**config.mk**
```make
export PLATFORM = sky130hd
export DESIGN_NAME = tmr_flag_ctrl
export DESIGN_NICKNAME = d
export VERILOG_FILES = /design/src/rtl/tmr_flag_pkg.sv /design/src/rtl/tmr_match_edge.sv /design/src/rtl/tmr_flag_bit.sv /design/src/rtl/tmr_flag_ctrl.sv
export SDC_FILE = /design/constraint.sdc
export NUM_CORES = 1
export LEC_CHECK = 0
export ABC_AREA = 1
export BUFFER_PORTS_ARGS = -buffer_cell sky130_fd_sc_hd__buf_2
export CORE_MARGIN = 2
export CORE_UTILIZATION = 40
export CTS_BUF_LIST = sky130_fd_sc_hd__clkbuf_8
export DETAILED_ROUTE_END_ITERATION = 12
export PLACE_DENSITY = 0.91
export SYNTH_ARGS = -nofsm -noshare
export SYNTH_HDL_FRONTEND = slang
export SYNTH_SLANG_ARGS = --single-unit
```
**constraint.sdc**
```tcl
create_clock -name clk -period 0.9 [get_ports clk]
set_clock_uncertainty 0.1 [all_clocks]
set_input_delay 0.09 -clock clk [delete_from_list [all_inputs] [get_ports clk]]
set_output_delay 0.09 -clock clk [all_outputs]
set_load 0.005 [all_outputs]
```
**src/rtl/tmr_flag_pkg.sv**
```systemverilog
package tmr_flag_pkg;

  typedef enum logic [1:0] {
    TM_8BIT   = 2'd0,
    TM_16CMP  = 2'd1,
    TM_16CAP  = 2'd2,
    TM_CAPTOP = 2'd3
  } tmr_mode_e;

  localparam int NSRC     = 4;
  localparam int SRC_CAP  = 0;
  localparam int SRC_OVF  = 1;
  localparam int SRC_CMPB = 2;
  localparam int SRC_CMPA = 3;

  localparam int VIEW_W = 8;

  // Position of each source flag inside the register view.
  function automatic int src_bit(input int src);
    case (src)
      SRC_CAP:  return 0;
      SRC_OVF:  return 1;
      SRC_CMPB: return 3;
      default:  return 4;
    endcase
  endfunction

endpackage

```
**src/rtl/tmr_match_edge.sv**
```systemverilog
// Registered compare: reports the first cycle of a (gated) equality.
module tmr_match_edge #(
  parameter int W = 8
) (
  input  logic         clk,
  input  logic         rst_n,
  input  logic         arm,
  input  logic [W-1:0] lhs,
  input  logic [W-1:0] rhs,
  output logic         onset
);

  logic hit;
  logic hit_q;
  logic hit_d;

  always_comb begin
    hit   = arm && (lhs == rhs);
    hit_d = hit;
    onset = hit && !hit_q;
  end

  always_ff @(posedge clk or negedge rst_n) begin
    if (!rst_n) hit_q <= 1'b0;
    else        hit_q <= hit_d;
  end

endmodule

```
**src/rtl/tmr_flag_bit.sv**
```systemverilog
// One sticky flag; a set request wins over a clear in the same cycle.
module tmr_flag_bit (
  input  logic clk,
  input  logic rst_n,
  input  logic set_req,
  input  logic clr_req,
  output logic q
);

  logic q_d;
  logic q_en;

  always_comb begin
    q_en = set_req || clr_req;
    q_d  = set_req ? 1'b1 : 1'b0;
  end

  always_ff @(posedge clk or negedge rst_n) begin
    if (!rst_n)    q <= 1'b0;
    else if (q_en) q <= q_d;
  end

endmodule

```
**src/rtl/tmr_flag_ctrl.sv**
```systemverilog
module tmr_flag_ctrl
  import tmr_flag_pkg::*;
#(
  parameter int CW = 8,
  localparam int NW = 2 * CW
) (
  input  logic              clk,
  input  logic              rst_n,
  input  logic [NW-1:0]     cnt_val,
  input  logic [CW-1:0]     cmp_a,
  input  logic [CW-1:0]     cmp_b,
  input  logic [1:0]        mode,
  input  logic              ovf_stb,
  input  logic              cap_evt,
  input  logic              top_stb,
  input  logic              wr_en,
  input  logic [VIEW_W-1:0] wr_data,
  input  logic              gie,
  input  logic [NSRC-1:0]   src_en,
  input  logic [NSRC-1:0]   ack,
  output logic [VIEW_W-1:0] flags,
  output logic [NSRC-1:0]   irq
);

  tmr_mode_e mode_e;
  logic      wide_cmp;
  logic      arm_a;
  logic      arm_b;
  logic [NW-1:0] a_lhs;
  logic [NW-1:0] a_rhs;
  logic      onset_a;
  logic      onset_b;
  logic [NSRC-1:0] set_vec;
  logic [NSRC-1:0] clr_vec;
  logic [NSRC-1:0] flag_q;

  // Mode decode: which compare sources may fire and at what width.
  always_comb begin
    mode_e   = tmr_mode_e'(mode);
    wide_cmp = (mode_e == TM_16CMP);
    arm_a    = (mode_e != TM_16CAP);
    arm_b    = (mode_e == TM_8BIT) || (mode_e == TM_CAPTOP);
    if (wide_cmp) begin
      a_lhs = cnt_val;
      a_rhs = {cmp_b, cmp_a};
    end else begin
      a_lhs = {{CW{1'b0}}, cnt_val[CW-1:0]};
      a_rhs = {{CW{1'b0}}, cmp_a};
    end
  end

  tmr_match_edge #(.W(NW)) u_match_a (
    .clk   (clk),
    .rst_n (rst_n),
    .arm   (arm_a),
    .lhs   (a_lhs),
    .rhs   (a_rhs),
    .onset (onset_a)
  );

  tmr_match_edge #(.W(CW)) u_match_b (
    .clk   (clk),
    .rst_n (rst_n),
    .arm   (arm_b),
    .lhs   (cnt_val[CW-1:0]),
    .rhs   (cmp_b),
    .onset (onset_b)
  );

  // Set sources per flag.
  always_comb begin
    set_vec           = '0;
    set_vec[SRC_CMPA] = onset_a;
    set_vec[SRC_CMPB] = onset_b;
    set_vec[SRC_OVF]  = ovf_stb;
    set_vec[SRC_CAP]  = (mode_e == TM_CAPTOP) ? top_stb : cap_evt;
  end

  genvar gi;
  generate
    for (gi = 0; gi < NSRC; gi++) begin : g_src
      localparam int VB = src_bit(gi);

      always_comb clr_vec[gi] = ack[gi] || (wr_en && wr_data[VB]);

      tmr_flag_bit u_flag (
        .clk     (clk),
        .rst_n   (rst_n),
        .set_req (set_vec[gi]),
        .clr_req (clr_vec[gi]),
        .q       (flag_q[gi])
      );

      always_comb irq[gi] = gie && src_en[gi] && flag_q[gi];
    end
  endgenerate

  // Register view; unused positions belong to another timer.
  always_comb begin
    flags = '0;
    for (int i = 0; i < NSRC; i++) flags[src_bit(i)] = flag_q[i];
  end

endmodule

```
==> results of run 1 <==
==> per-layer routing <==
metal	vias up	track usage
li1	572	-
met1	472	0.181
met2	39	0.366
met3	2	0.0357
met4	0	0.0541
met5	-	0
==> placed cells by master, fill, tap and decap left out, types with 2 or more instances in the layout <==
master,count
buf_2,58
nand2_1,43
inv_1,23
nor2_1,18
nand3b_1,11
nand3_1,10
dfrtp_1,6
buf_4,6
a21oi_1,4
conb_1,4
clkbuf_8,3
nand3_2,2
xnor2_1,2
ha_4,2
dlygate4sd3_1,2
buf_12,2
==> final cells by class <==
class | count | area (um2) | share of cell area
inverter | 25 | 114 | 0.0853
tap | 27 | 33.8 | 0.0253
timing repair buffer | 69 | 407 | 0.305
clock buffer | 3 | 41.3 | 0.0309
sequential | 6 | 150 | 0.112
multi-input combinational | 109 | 589 | 0.441
==> cell families after synthesis <==
kind of cell	synth area share
buffers and inverters	0.209
other	0.00435
adder cells (fa/ha/maj)	0.0435
flip-flops	0.174
AND/OR/NAND/NOR	0.480
multiplexers	0.0116
XOR/XNOR	0.0305
AO/OA/AOI/OAI	0.0464
==> registers in the layout, summed over array words and instances, names as in the netlist <==
register         count
u_match_b.hit_q      1
g_src.u_flag.q       4
u_match_a.hit_q      1
==> through the flow <==
step	instance area, um2	hold slack [ns]	util
final	1340	0.0403	0.667
after global routing	1340	0.0527	0.667
after CTS	1300	0.0187	0.650
after detailed placement	1190	-0.183	0.596
after global placement	1190	-0.183	0.596
after floorplan	922	-0.306	-
==> path summary, 6_finish.rpt <==
path | from | to | slack (ns) | cells past startpoint
max in group asynchronous | rst_n | g_src[0].u_flag.q$_DFFE_PN0P_ | 0.42 | 2
max | g_src[1].u_flag.q$_DFFE_PN0P_ | irq[1] | -0.18 | 3
min in group asynchronous | rst_n | u_match_b.hit_q$_DFF_PN0_ | 0.14 | 2
min | ack[2] | g_src[2].u_flag.q$_DFFE_PN0P_ | 0.04 | 3
max reg2reg | g_src[0].u_flag.q$_DFFE_PN0P_ | g_src[0].u_flag.q$_DFFE_PN0P_ | -0.05 | 4
min reg2reg | u_match_b.hit_q$_DFF_PN0_ | g_src[2].u_flag.q$_DFFE_PN0P_ | 0.40 | 3
==> cells in the mapped netlist <==
| master | number | share of area |
|---|---|---|
| inv_1 | 25 | 0.11 |
| a21oi_1 | 4 | 0.023 |
| buf_8 | 1 | 0.017 |
| mux2i_1 | 1 | 0.012 |
| and2_1 | 1 | 0.0073 |
| nand2_1 | 43 | 0.19 |
| nand2_2 | 1 | 0.0073 |
| nor3_1 | 1 | 0.0058 |
| nor3b_1 | 2 | 0.017 |
| xnor2_1 | 2 | 0.020 |
| buf_4 | 8 | 0.070 |
| ha_1 | 3 | 0.044 |
| dfrtp_1 | 6 | 0.17 |
| conb_1 | 1 | 0.0043 |
| nor2_1 | 19 | 0.083 |
| nand3_1 | 12 | 0.070 |
| nand3b_1 | 11 | 0.096 |
| a21boi_1 | 1 | 0.0087 |
| xor2_1 | 1 | 0.010 |
| nand4_1 | 1 | 0.0073 |
| a21o_1 | 1 | 0.0087 |
| o21ai_1 | 1 | 0.0058 |
| buf_6 | 1 | 0.013 |
==> worst max-delay path, stage by stage, from the launching register on <==
cell and delay, ns:
dfrtp_1 0.37, nand2_1 0.10, nor2_1 0.10, buf_2 0.11
==> what timing repair did <==
| item | in CTS | in global routing |
|---|---|---|
| endpoints found under the setup margin | 12 | 13 |
| gates resized for setup | 9 | 4 |
| pin swaps | 10 | 9 |
| endpoints found under the hold margin | 7 | 0 |
| hold buffers | 2 | 0 |
| setup buffers | 2 | 3 |
| gates cloned | 0 | 0 |
==> power by group through the flow <==
stage               combinational [mW]  sequential [mW]  clock [mW]
global placement                 0.375            0.289           0
CTS                              0.423            0.286       0.391
detailed placement               0.383            0.289           0
finish                           0.443            0.287       0.389
global route                     0.493            0.287       0.418
floorplan                        0.215            0.288           0
==> flow_summary.yaml, run 1 <==
critical_path:
  worst_setup_path_start_kind: "flip-flop"
  critical_path.endpoint_type: "primary output"
  cp_max_fo: 3
  cp.required_ns: 0.71
  arrival_ns: 0.89
  critPathKind: "reg -> out"
pwr:
  swShare: 0.285
  p_per_area_mw_per_mm2: 838
  finalPower_mw: 1.12
  ir_drop_uv: 744
  seqPwrFrac: 0.256
  leakagePower_nw: 0.811
  p_sw_uw: 319
  clkPwrFrac: 0.348
  p_int_uw: 800
  p_comb_frac: 0.396
layout:
  drive_above_1_share: 0.377
  area_delta_synth_final_pct: 54.9
  fill_cells: 173
  fin_cells: 239
  nets: 274
  diodes: 0
route:
  vias_per_cell: 4.54
  ant_nets: 0
  dr_total_vias: 1085
  wl_met1_um: 937
  wl_um: 2410
  met2_length_um: 1290
  drt-pass1-iter-count: 5
  top_layer: "met4"
  drt_iter0_markers: 16
  avgRoutedWirePerCell_um: 10.1
  wl_met3_um: 160
  drc: 0
clock_network:
  cts.sinks: 6
  cts_buffers: 3
  root_buffer: "clkbuf_8"
  cts_tree: "built"
  path_clk_slew_ns: 0.03
  cts.htree.levels: 1
  cts.path.max_buffers: 2
  clk_latency_ns: 0.22
global_routing:
  grt_pass1_vias: 967
  grt_usage: 0.181
  antenna_found_initial: 0
  grt_pass1_wl_um: 3600
  grt_remaining_overflow: 0
  grt_max_degree: 17
placement:
  dpl_worst_slack_ns: -0.384
  place_congestion: 0.780
  dpl.hpwl_um: 1800
  port_buffers: 60
  dp_cells: 230
sta:
  setup-tns-final_ns: -0.860
  setup_viol: 12
  rsz0062_at_grt: "yes"
  hold_viol: 0
  finalCritPeriodShare: 1.20
  finalMaxSlewViolations: 0
  post-route-min-period_ns: 1.08
  fmax_mhz: 924
  setup_ws_ns: -0.183
floorplan:
  dieArea_mm2: 0.00254
  die_w_um: 50.4
  fp-row-count: 16
  die_h_um: 50.4
  io_pins: 69
  initial_core_util: 0.431
  core_region_area_mm2: 0.00200
yosys:
  synth_area_um2: 862
  yosysSeqAreaShare: 0.174
  synth_area_per_cell_um2: 5.86
  ys_ff_latch: 6
  yosys_warnings: 0
  synth_cells: 147
  synth_cell_types: 23
flow_run:
  cap_violations: 0
status:
  outcome: "finished, violations left"
  failed_checks: "negative setup slack"
worst_hold_path:
  worstHoldPathType: "in -> reg"
No activity file was read; power rests on OpenSTA's default activity.
==> run 2: changes to the inputs <==
- CORE_UTILIZATION: 40 -> 44
- PLACE_DENSITY: 0.91 -> 0.92
- SETUP_SLACK_MARGIN: not set -> 0.2
- SYNTH_HIERARCHICAL: not set -> 1
==> run 2 against run 1 <==
Compared with the run above:
- the run ends with negative hold slack, negative setup slack left
- largest power group unchanged
- register-to-register slack about the same
- flip-flop and latch count unchanged
- combinational power grew 21%
- sequential share of layout area decreased by 2.1 points
- die area up 10%
- first-iteration DRC count down 13%
==> flow_summary.yaml, run 2 <==
placement:
  dpl.hpwl_um: 2110
  dp_cells: 304
  place_area_mm2: 0.00149
  place_congestion: 0.848
  port_buffers: 60
  dpl_worst_slack_ns: -0.725
route:
  ant_nets: 0
  dr_total_vias: 1300
  wl_met3_um: 194
  vias_per_cell: 4.14
  drt_iter0_markers: 14
  avgRoutedWirePerCell_um: 8.51
  met2_length_um: 1310
  drt-pass1-iter-count: 7
  wl_um: 2670
  wl_met1_um: 1150
  drc: 0
  top_layer: "met4"
floorplan:
  die_w_um: 53.0
  initial_core_util: 0.472
  dieArea_mm2: 0.00280
  fp-row-count: 17
  core_region_area_mm2: 0.00223
  io_pins: 69
  die_h_um: 53.0
layout:
  area_delta_synth_final_pct: 55.2
  diodes: 0
  top_regs: "g_src.u_flag/q: 4 flops, u_match_a/hit_q: 1 flops, u_match_b/hit_q: 1 flops"
  postLayoutCoreUtil: 0.733
  final_common_cell: "nand2_1"
  drive_above_1_share: 0.378
  fill_cells: 202
  nets: 348
  fin_cells: 314
  seqCellArea_um2: 150
  largest_register_ffs: 4
  multiInputGateArea_um2: 668
  final_cell_mix: "nand2_1, inv_1, buf_2, nor2_1, buf_4"
  top_register: "g_src.u_flag/q"
  final_area_mm2: 0.00164
yosys:
  synth_top_area_share: 0.302
  synth_area_mm2: 0.00105
  synth_cells: 210
  ys_ff_latch: 6
  synthFlopType: "dfrtp_1"
  synth_edf_count: 0
  async_flop_share: 1.00
  yosysSeqAreaShare: 0.142
  yosys.area.top_type: "nand2_1"
  synth_cell_types: 19
  ys_top_cells_by_area: "nand2_1, inv_1, dfrtp_1, nor2_1, ha_1"
  synth_area_per_cell_um2: 5.02
  yosys.cell_count.top_type: "nand2_1"
  yosys-top-cells-count: "nand2_1, inv_1, nor2_1, dfrtp_1, nand2_2"
  yosys_warnings: 6
sta:
  post-route-min-period_ns: 1.30
  rsz0062_at_grt: "yes"
  setup_ws_ns: -0.401
  hold_ws_ns: -0.0360
  finalMaxSlewViolations: 0
  hold_viol: 1
  setup_viol: 12
  finalCritPeriodShare: 1.45
  fmax_mhz: 768
  setup-tns-final_ns: -1.35
global_routing:
  grt_usage: 0.207
  grt_max_degree: 8
  antenna_found_initial: 0
  grt_pass1_wl_um: 4310
  grt_pass1_vias: 1139
  grt_remaining_overflow: 0
clock_network:
  cts_buffers: 3
  cts.htree.levels: 1
  cts_hold_buf: 1
  clk_latency_ns: 0.22
  cts_tree: "built"
  cts.sinks: 6
  cts.path.max_buffers: 2
  root_buffer: "clkbuf_8"
  path_clk_slew_ns: 0.04
critical_path:
  r2r_setup_slack_ns: -0.04
  cp.required_ns: 0.95
  r2r-end: "g_src[2].u_flag/q$_DFFE_PN0P_"
  worst_setup_path_start_kind: "input pin"
  critPathKind: "in -> reg"
  r2r-start: "g_src[2].u_flag/q$_DFFE_PN0P_"
  critical_path.endpoint_type: "flip-flop"
  worstRegToRegCells: 4
  cp_max_fo: 6
  arrival_ns: 1.36
pwr:
  finalPower_mw: 1.21
  ir_drop_uv: 492
  p_per_area_mw_per_mm2: 737
  leakagePower_nw: 1.16
status:
  outcome: "finished, violations left"
  failed_checks: "negative hold slack, negative setup slack"
worst_hold_path:
  worstHoldEndpoint: "g_src[1].u_flag/q$_DFFE_PN0P_"
  worstHoldPathType: "in -> reg"
  min_from: "ovf_stb"
  whs_path_depth: 3
flow_run:
  cap_violations: 0
run 2: cell types whose count changed after synthesis, moves of 9 or more:
cell | before | now
nand3_1 | 12 | 3
inv_1 | 25 | 69
nand2_1 | 43 | 85
nand3b_1 | 11 | 0
run 2: cells by family (layout without fill, tap and decap cells):
kind of cell / Yosys count / count (layout) / share of synthesized area
simple gates: 118 / 118 / 0.461
compound gates: 2 / 2 / 0.0119
buf+inv: 75 / 148 / 0.304
other cells: 1 / 4 / 0.00356
flops: 6 / 6 / 0.142
fa+ha+maj: 3 / 3 / 0.0356
xor+xnor: 5 / 5 / 0.0415
run 2: layout make-up:
class | count | share of cell area
tap | 28 | 0.0214
sequential | 6 | 0.0917
inverter | 69 | 0.170
clock buffer | 3 | 0.0252
multi-input combinational | 132 | 0.408
timing repair buffer | 76 | 0.283
run 2: power by group:
part | total [mW] | leakage, nW | internal [mW] | switching (mW)
Combinational | 0.535 | 1.06 | 0.267 | 0.268
Sequential | 0.286 | 0.0782 | 0.280 | 0.00560
Clock | 0.385 | 0.0216 | 0.286 | 0.0995
Total | 1.21 | 1.16 | 0.833 | 0.373
run 2: worst max-delay path, cell delays in order:
cell and delay, ns:
buf_12 0.11, inv_12 0.04, ha_4 0.17, buf_6 0.13, nand2_4 0.04, inv_2 0.04, nand2_1 0.05, inv_1 0.06
nor2_1 0.04, nor2_1 0.13, nand2_1 0.08, nor2_2 0.11, nand3_2 0.09, nor2_2 0.08, inv_1 0.04, nand2_1 0.05
run 2: what timing repair did:
item,CTS,global route
gates resized for setup,15,4
endpoints found under the setup margin,14,14
pin swaps,17,3
endpoints found under the hold margin,7,1
buffers inserted,5,1
run 2: metal layers:
metal	global-route usage	up-vias
li1	-	717
met1	0.240	527
met2	0.396	54
met3	0.0141	2
met4	0.0684	0
met5	0	-
run 2: how the worst max path moves through the flow:
stage,slack [ns],to,from,cells after the start
after floorplan,-0.45,g_src[3].u_flag/q$_DFFE_PN0P_,mode[1],15
after global placement,-0.69,g_src[3].u_flag/q$_DFFE_PN0P_,mode[1],15
after detailed placement,-0.73,g_src[3].u_flag/q$_DFFE_PN0P_,mode[1],15
after CTS,-0.39,g_src[3].u_flag/q$_DFFE_PN0P_,mode[1],16
after global routing,-0.48,g_src[3].u_flag/q$_DFFE_PN0P_,mode[1],16
final,-0.40,g_src[3].u_flag/q$_DFFE_PN0P_,mode[1],16
